File: src/rtl/pwload_pkg.sv
package pwload_pkg;
  localparam int WORD_W = 64;
  localparam int ADDR_LSB = 3;
  localparam int REMOTE_BYTE_BIT = 36;

  typedef enum logic [2:0] {
    SEL_ZERO,
    SEL_FULL,
    SEL_HALF0,
    SEL_QTR1,
    SEL_BYTE
  } sel_e;

  typedef struct packed {
    logic capture;
    logic stall;
    logic err;
    sel_e sel;
  } stb_t;
endpackage

File: src/rtl/pwload_ctrl.sv
module pwload_ctrl
  import pwload_pkg::*;
(
  input  logic       clk,
  input  logic       rstN,
  input  logic       ldValid,
  input  logic       waitFull,
  input  logic       tagFull,
  input  logic [2:0] code,
  input  logic       useRemote,
  input  logic       remoteByte,
  input  logic       instByteMode,
  output stb_t       stb
);
  logic byteMode;
  logic reserved;
  sel_e selNext;

  assign byteMode = useRemote ? remoteByte : instByteMode;

  always_comb begin
    reserved = 1'b0;
    selNext  = SEL_ZERO;
    if (byteMode) begin
      selNext = SEL_BYTE;
    end else begin
      case (code)
        3'd0: selNext = SEL_FULL;
        3'd2: selNext = SEL_HALF0;
        3'd3: selNext = SEL_QTR1;
        default: reserved = 1'b1;
      endcase
    end
  end

  always_comb begin
    stb.stall   = ldValid & waitFull & ~tagFull;
    stb.capture = ldValid & ~stb.stall;
    stb.err     = stb.capture & reserved;
    stb.sel     = stb.capture ? selNext : SEL_ZERO;
  end

  // a refusal only happens when the wait attribute was requested
  p_stall_needs_wait_r9: assert property (@(posedge clk) disable iff (!rstN)
    stb.stall |-> waitFull);
  // without the wait attribute a request is always accepted
  p_nowait_accepts_r11: assert property (@(posedge clk) disable iff (!rstN)
    (ldValid && !waitFull) |-> stb.capture);
endmodule

File: src/rtl/pwload_dp.sv
module pwload_dp
  import pwload_pkg::*;
#(
  parameter int DEPTH = 16,
  localparam int AW = $clog2(DEPTH)
) (
  input  logic              clk,
  input  logic              rstN,
  input  logic              wrEn,
  input  logic [AW-1:0]     wrAddr,
  input  logic [WORD_W-1:0] wrData,
  input  logic              wrTag,
  input  logic [WORD_W-1:0] baseWord,
  input  logic [WORD_W-1:0] indexWord,
  input  stb_t              stb,
  output logic [2:0]        code,
  output logic              tagFull,
  output logic              resValid,
  output logic [WORD_W-1:0] resData,
  output logic              notReady,
  output logic              codeErr
);
  logic [WORD_W-1:0] sum;
  logic [AW-1:0]     rdAddr;
  logic [WORD_W-1:0] memQ [DEPTH];
  logic [DEPTH-1:0]  tagQ;
  logic [WORD_W-1:0] wordRd;
  logic [WORD_W-1:0] shifted;
  logic [WORD_W-1:0] field;
  logic              unusedSumBits;

  assign sum    = baseWord + indexWord;
  assign code   = sum[2:0];
  assign rdAddr = sum[ADDR_LSB +: AW];
  assign unusedSumBits = ^sum[WORD_W-1:ADDR_LSB+AW];

  assign wordRd  = memQ[rdAddr];
  assign tagFull = tagQ[rdAddr];
  assign shifted = wordRd >> {3'd7 - code, 3'b000};

  always_comb begin
    case (stb.sel)
      SEL_FULL:  field = wordRd;
      SEL_HALF0: field = {32'b0, wordRd[63:32]};
      SEL_QTR1:  field = {48'b0, wordRd[47:32]};
      SEL_BYTE:  field = shifted & 64'hFF;
      default:   field = '0;
    endcase
  end

  always_ff @(posedge clk) begin
    if (wrEn) memQ[wrAddr] <= wrData;
  end

  always_ff @(posedge clk) begin
    if (!rstN) begin
      tagQ <= '0;
    end else if (wrEn) begin
      tagQ[wrAddr] <= wrTag;
    end
  end

  always_ff @(posedge clk) begin
    if (!rstN) begin
      resValid <= 1'b0;
      resData  <= '0;
      notReady <= 1'b0;
      codeErr  <= 1'b0;
    end else begin
      resValid <= stb.capture;
      resData  <= field;
      notReady <= stb.stall;
      codeErr  <= stb.err;
    end
  end

  // reads never disturb the tags
  p_tags_only_written_r9: assert property (@(posedge clk) disable iff (!rstN)
    !wrEn |=> $stable(tagQ));
endmodule

File: src/rtl/pwload_unit.sv
module pwload_unit
  import pwload_pkg::*;
#(
  parameter int DEPTH = 16,
  localparam int AW = $clog2(DEPTH)
) (
  input  logic          clk,
  input  logic          rstN,
  input  logic          wrEn,
  input  logic [AW-1:0] wrAddr,
  input  logic [63:0]   wrData,
  input  logic          wrTag,
  input  logic          ldValid,
  input  logic [63:0]   baseWord,
  input  logic [63:0]   indexWord,
  input  logic          useRemote,
  input  logic          instByteMode,
  input  logic          waitFull,
  output logic          resValid,
  output logic [63:0]   resData,
  output logic          notReady,
  output logic          codeErr
);
  stb_t       stb;
  logic [2:0] code;
  logic       tagFull;

  pwload_ctrl u_ctrl (
    .clk(clk), .rstN(rstN), .ldValid(ldValid), .waitFull(waitFull),
    .tagFull(tagFull), .code(code), .useRemote(useRemote),
    .remoteByte(indexWord[REMOTE_BYTE_BIT]), .instByteMode(instByteMode),
    .stb(stb)
  );

  pwload_dp #(.DEPTH(DEPTH)) u_dp (
    .clk(clk), .rstN(rstN), .wrEn(wrEn), .wrAddr(wrAddr), .wrData(wrData),
    .wrTag(wrTag), .baseWord(baseWord), .indexWord(indexWord), .stb(stb),
    .code(code), .tagFull(tagFull), .resValid(resValid), .resData(resData),
    .notReady(notReady), .codeErr(codeErr)
  );

  // waiting on an EMPTY word is refused in the next cycle
  p_empty_refused_r9: assert property (@(posedge clk) disable iff (!rstN)
    (ldValid && waitFull && !tagFull) |=> (notReady && !resValid));
  // no request means quiet flags in the next cycle
  p_idle_quiet_r13: assert property (@(posedge clk) disable iff (!rstN)
    !ldValid |=> (!resValid && !notReady && !codeErr));
  // an error result carries zero data
  p_err_zero_r8: assert property (@(posedge clk) disable iff (!rstN)
    codeErr |-> (resValid && resData == 64'd0));
  // refused and valid never coincide
  p_refuse_excl_r9: assert property (@(posedge clk) disable iff (!rstN)
    !(notReady && resValid));
endmodule

File: config.mk
export PLATFORM = sky130hd
export DESIGN_NAME = pwload_unit
export DESIGN_NICKNAME = d
export VERILOG_FILES = /design/src/rtl/pwload_pkg.sv /design/src/rtl/pwload_ctrl.sv /design/src/rtl/pwload_dp.sv /design/src/rtl/pwload_unit.sv
export SDC_FILE = /design/constraint.sdc
export NUM_CORES = 1
export LEC_CHECK = 0
export BUFFER_PORTS_ARGS = -buffer_cell sky130_fd_sc_hd__clkbuf_2
export CELL_PAD_IN_SITES_DETAIL_PLACEMENT = 2
export CELL_PAD_IN_SITES_GLOBAL_PLACEMENT = 2
export CORE_ASPECT_RATIO = 0.8
export CORE_MARGIN = 4
export CORE_UTILIZATION = 40
export CTS_CLUSTER_DIAMETER = 40
export DETAILED_ROUTE_END_ITERATION = 16
export PLACE_DENSITY = 0.74
export SYNTH_ARGS = -nofsm -noshare
export SYNTH_HDL_FRONTEND = slang
export SYNTH_SLANG_ARGS = --single-unit
File: constraint.sdc
create_clock -name clk -period 8.1 [get_ports clk]
set_input_delay 1.215 -clock clk [delete_from_list [all_inputs] [get_ports clk]]
set_output_delay 1.215 -clock clk [all_outputs]
set_load 0.02 [all_outputs]
==> metrics.txt <==
status=finished, final reports clean; H-tree Lvls=4; CP Capture Type=register; CP required=8.76 ns; Max-Cap Viols=0; vias in the first global route=27800; FF+latch count, synth=around 1100; GPL Wtd Cong=0.777; proportion of power drawn by combinational gates=14.3%; Clock power frac=43.3%; Fin Clk Skew=0.0401 ns; met3 wire len=approximately 12000 um; Root Driver=clkbuf_16; Filler Cells Inserted=9694; setup TNS=0 ns; total congestion overflow=0; number of synthesized flops with an enable pin=1024; Cells after Synth=2435; worst path cell trace=clkbuf_2 > ha_1 > inv_1 > fa_1 > nand2b_1 > a21oi_1 > o21ai_1 > or2_2 > nor2_2 > buf_4 > a22oi_1 > a2111oi_4 > nand2_2 > nor2_1 > buf_4 > a32o_1; Slew Viols, Final=0; core area=107000 um2; die area=114000 um2; final instance area=50600 um2; commonest non-fill, non-tap cells in the layout=edfxtp_1 (1024), nand2_1 (309), nand3_1 (188); Tot GR Track Use=26.1%; P_sw=4.06 mW; CP Class=input port to register; Final #Nets=between 2000 and 3000; Synthesized Nets=2646; Top delay family on crit path=compound AO/OA/AOI/OAI gates; post-synth cell types=73; Primary FF master, synth=edfxtp_1; slowest CP cell=a2111oi_4; commonest non-fill, non-tap cell in the layout=edfxtp_1; top layer reached by signal wires=met5; PD cells=298 nW/um2; register area share after synthesis=74.9%; TritonCTS clock tree=yes; met1 WL=just under 60000 um; Initial Util=between 40% and 50%; Pint=11.0 mW; Hold Crit Class=register to register; total CTS buffers=139; most used cell, CP=buf_4; first-pass GRT wire length=210000 um; Leakage Power=17.1 nW; RSZ-0062 raised after global routing=false; First-pass DRT Iterations=5; height of the die=between 300 and 400 um; hold buffer count at CTS=0; max incr delay on CP=0.83 ns; via density per instance=6.05; yosys warns=0; Clock Pin Slew Worst Setup and Hold Paths=0.06 ns; Routed WL=around 150000 um; Syn Area/Cell=17.8 um2; die width=376 um; PostCTS Resize Cnt=0; Slew headroom=19.1%; Port Buffers=around 160; Met2 Wirelength=72700 um; share of power burned in registers=42.4%; drt drc=0; Critical Path AT=approximately 6.3 ns; placed cell area=45800 um2; # rows=between 100 and 150; ANT nets after route=0; post-synthesis cell area=43300 um2; crit path launch type=input port; Buf/Inv on CP=4; Post-CTS Repair Setup Buffers=0; clk sinks=1107; DR vias=25300; synthesis-to-finish area growth=16.9%; worst slew pin tran=~1.2 ns; Clock Latency Late Sink=0.78 ns; # IOs=approximately 270; Final Util=47.3%; Max VDD drop=0.237 mV; largest net degree at the start of global routing=89; worst-path maximum fanout=22; initial antenna violation count=22; Max Buffers Root-to-Sink=3; Hold Vio Cnt, Final=0; Final setup viols=0; Final HPWL DP=84200 um; Tmin final=approximately 5.6 ns; Sw Ratio=a little over a quarter; Pwr Total=15.1 mW; layout cells sized above 1=24.5%; Tcrit/Tclk final=69.5%; routed length per instance=35.2 um; asr flop ratio synth=0%; initial DRC count=slightly above 3000; Max Fclk=between 0.15 and 0.2 GHz
==> power groups by stage <==
stage               registers [mW]  clock network, mW  logic [mW]
finish                        6.40               6.53        2.15
global route                  6.41               6.90        2.26
CTS                           6.40               6.63        2.14
detailed placement            6.52                  0        2.11
global placement              6.50                  0        2.01
floorplan                     6.51                  0        1.27
==> kinds of logic (layout without fill, tap and decap cells) <==
family	count (synthesis)	count (layout)	share of synthesized area [%]
buf+inv	147	475	1.88
fa+ha+maj	7	7	0.220
compound gates	212	212	3.64
flops	1107	1107	74.9
xor+xnor	9	9	0.217
other cells	0	9	0
simple gates	643	643	6.62
mux	310	310	12.6
==> through the flow <==
stage / std cells / setup WS [ns] / hold slack, ns
floorplan: 2435 / 1.20 / 0.454
global placement: 3928 / 1.85 / 0.466
detailed placement: 3928 / 1.81 / 0.488
CTS: 4180 / 2.54 / 0.494
global route: 4182 / 2.26 / 0.523
finish: 4189 / 2.47 / 0.496
==> path summary, 6_finish.rpt <==
check          startpoint          endpoint  slack, ns  cells past startpoint
max reg2reg  u_dp.tagQ[7]  u_dp.resData[25]       4.83                      8
max           baseWord[0]  u_dp.resData[25]       2.47                     16
min          u_dp.tagQ[5]      u_dp.tagQ[5]       0.50                      2
min reg2reg  u_dp.tagQ[5]      u_dp.tagQ[5]       0.50                      2
==> layer usage <==
layer / vias up / GRT usage, %
li1: 10200 / -
met1: 13600 / 34.0
met2: 1257 / 43.4
met3: 298 / 5.52
met4: 6 / 9.48
met5: - / 0
==> cell usage after synthesis (all sizes together) (6+ instances only) <==
| cell | number | area [um2] |
|---|---|---|
| a211o | 6 | 52.6 |
| a21boi | 14 | 105 |
| a21oi | 24 | 139 |
| a222oi | 7 | 70.1 |
| a22o | 6 | 52.6 |
| a22oi | 30 | 225 |
| a31oi | 9 | 56.3 |
| a32o | 7 | 70.1 |
| a32oi | 12 | 105 |
| and2 | 12 | 75.1 |
| and3 | 29 | 181 |
| buf | 94 | 616 |
| clkbuf | 45 | 169 |
| dfxtp | 83 | 1660 |
| edfxtp | 1024 | 30700 |
| ha | 6 | 75.1 |
| inv | 8 | 30.0 |
| mux2 | 19 | 214 |
| mux2i | 108 | 1080 |
| mux4 | 183 | 4140 |
| nand2 | 310 | 1170 |
| nand3 | 188 | 941 |
| nand4 | 9 | 56.3 |
| nor2 | 66 | 263 |
| nor3 | 8 | 40.0 |
| o21ai | 37 | 185 |
| o221ai | 8 | 70.1 |
| o22ai | 16 | 100 |
==> worst reg2reg max path, cell delays in order (launching register included) <==
cell and delay [ns]:
dfxtp_1 0.36, mux2i_1 0.09, mux2i_1 0.29, a22oi_1 0.21, a2111oi_4 0.83, nand2_2 0.34, nor2_1 0.40, buf_4 0.34
a32o_1 0.29
==> state kept, by name (all words and copies together), names as in the netlist <==
register / cells
u_dp.memQ: 1024
u_dp.codeErr: 1
u_dp.resData: 64
u_dp.resValid: 1
u_dp.notReady: 1
u_dp.tagQ: 16
==> final cells by class <==
type	count	area, um2	share of cell area (%)
flip-flops and latches	1107	32400	64.0
multi-input cells	1181	10300	20.3
clock buffers	174	3910	7.71
well taps	1417	1770	3.50
repair buffers	215	1280	2.54
clock inverters	78	930	1.84
inverters	8	30.0	0.0593
diodes	9	22.5	0.0445
No activity file was read; power rests on OpenSTA's default activity.
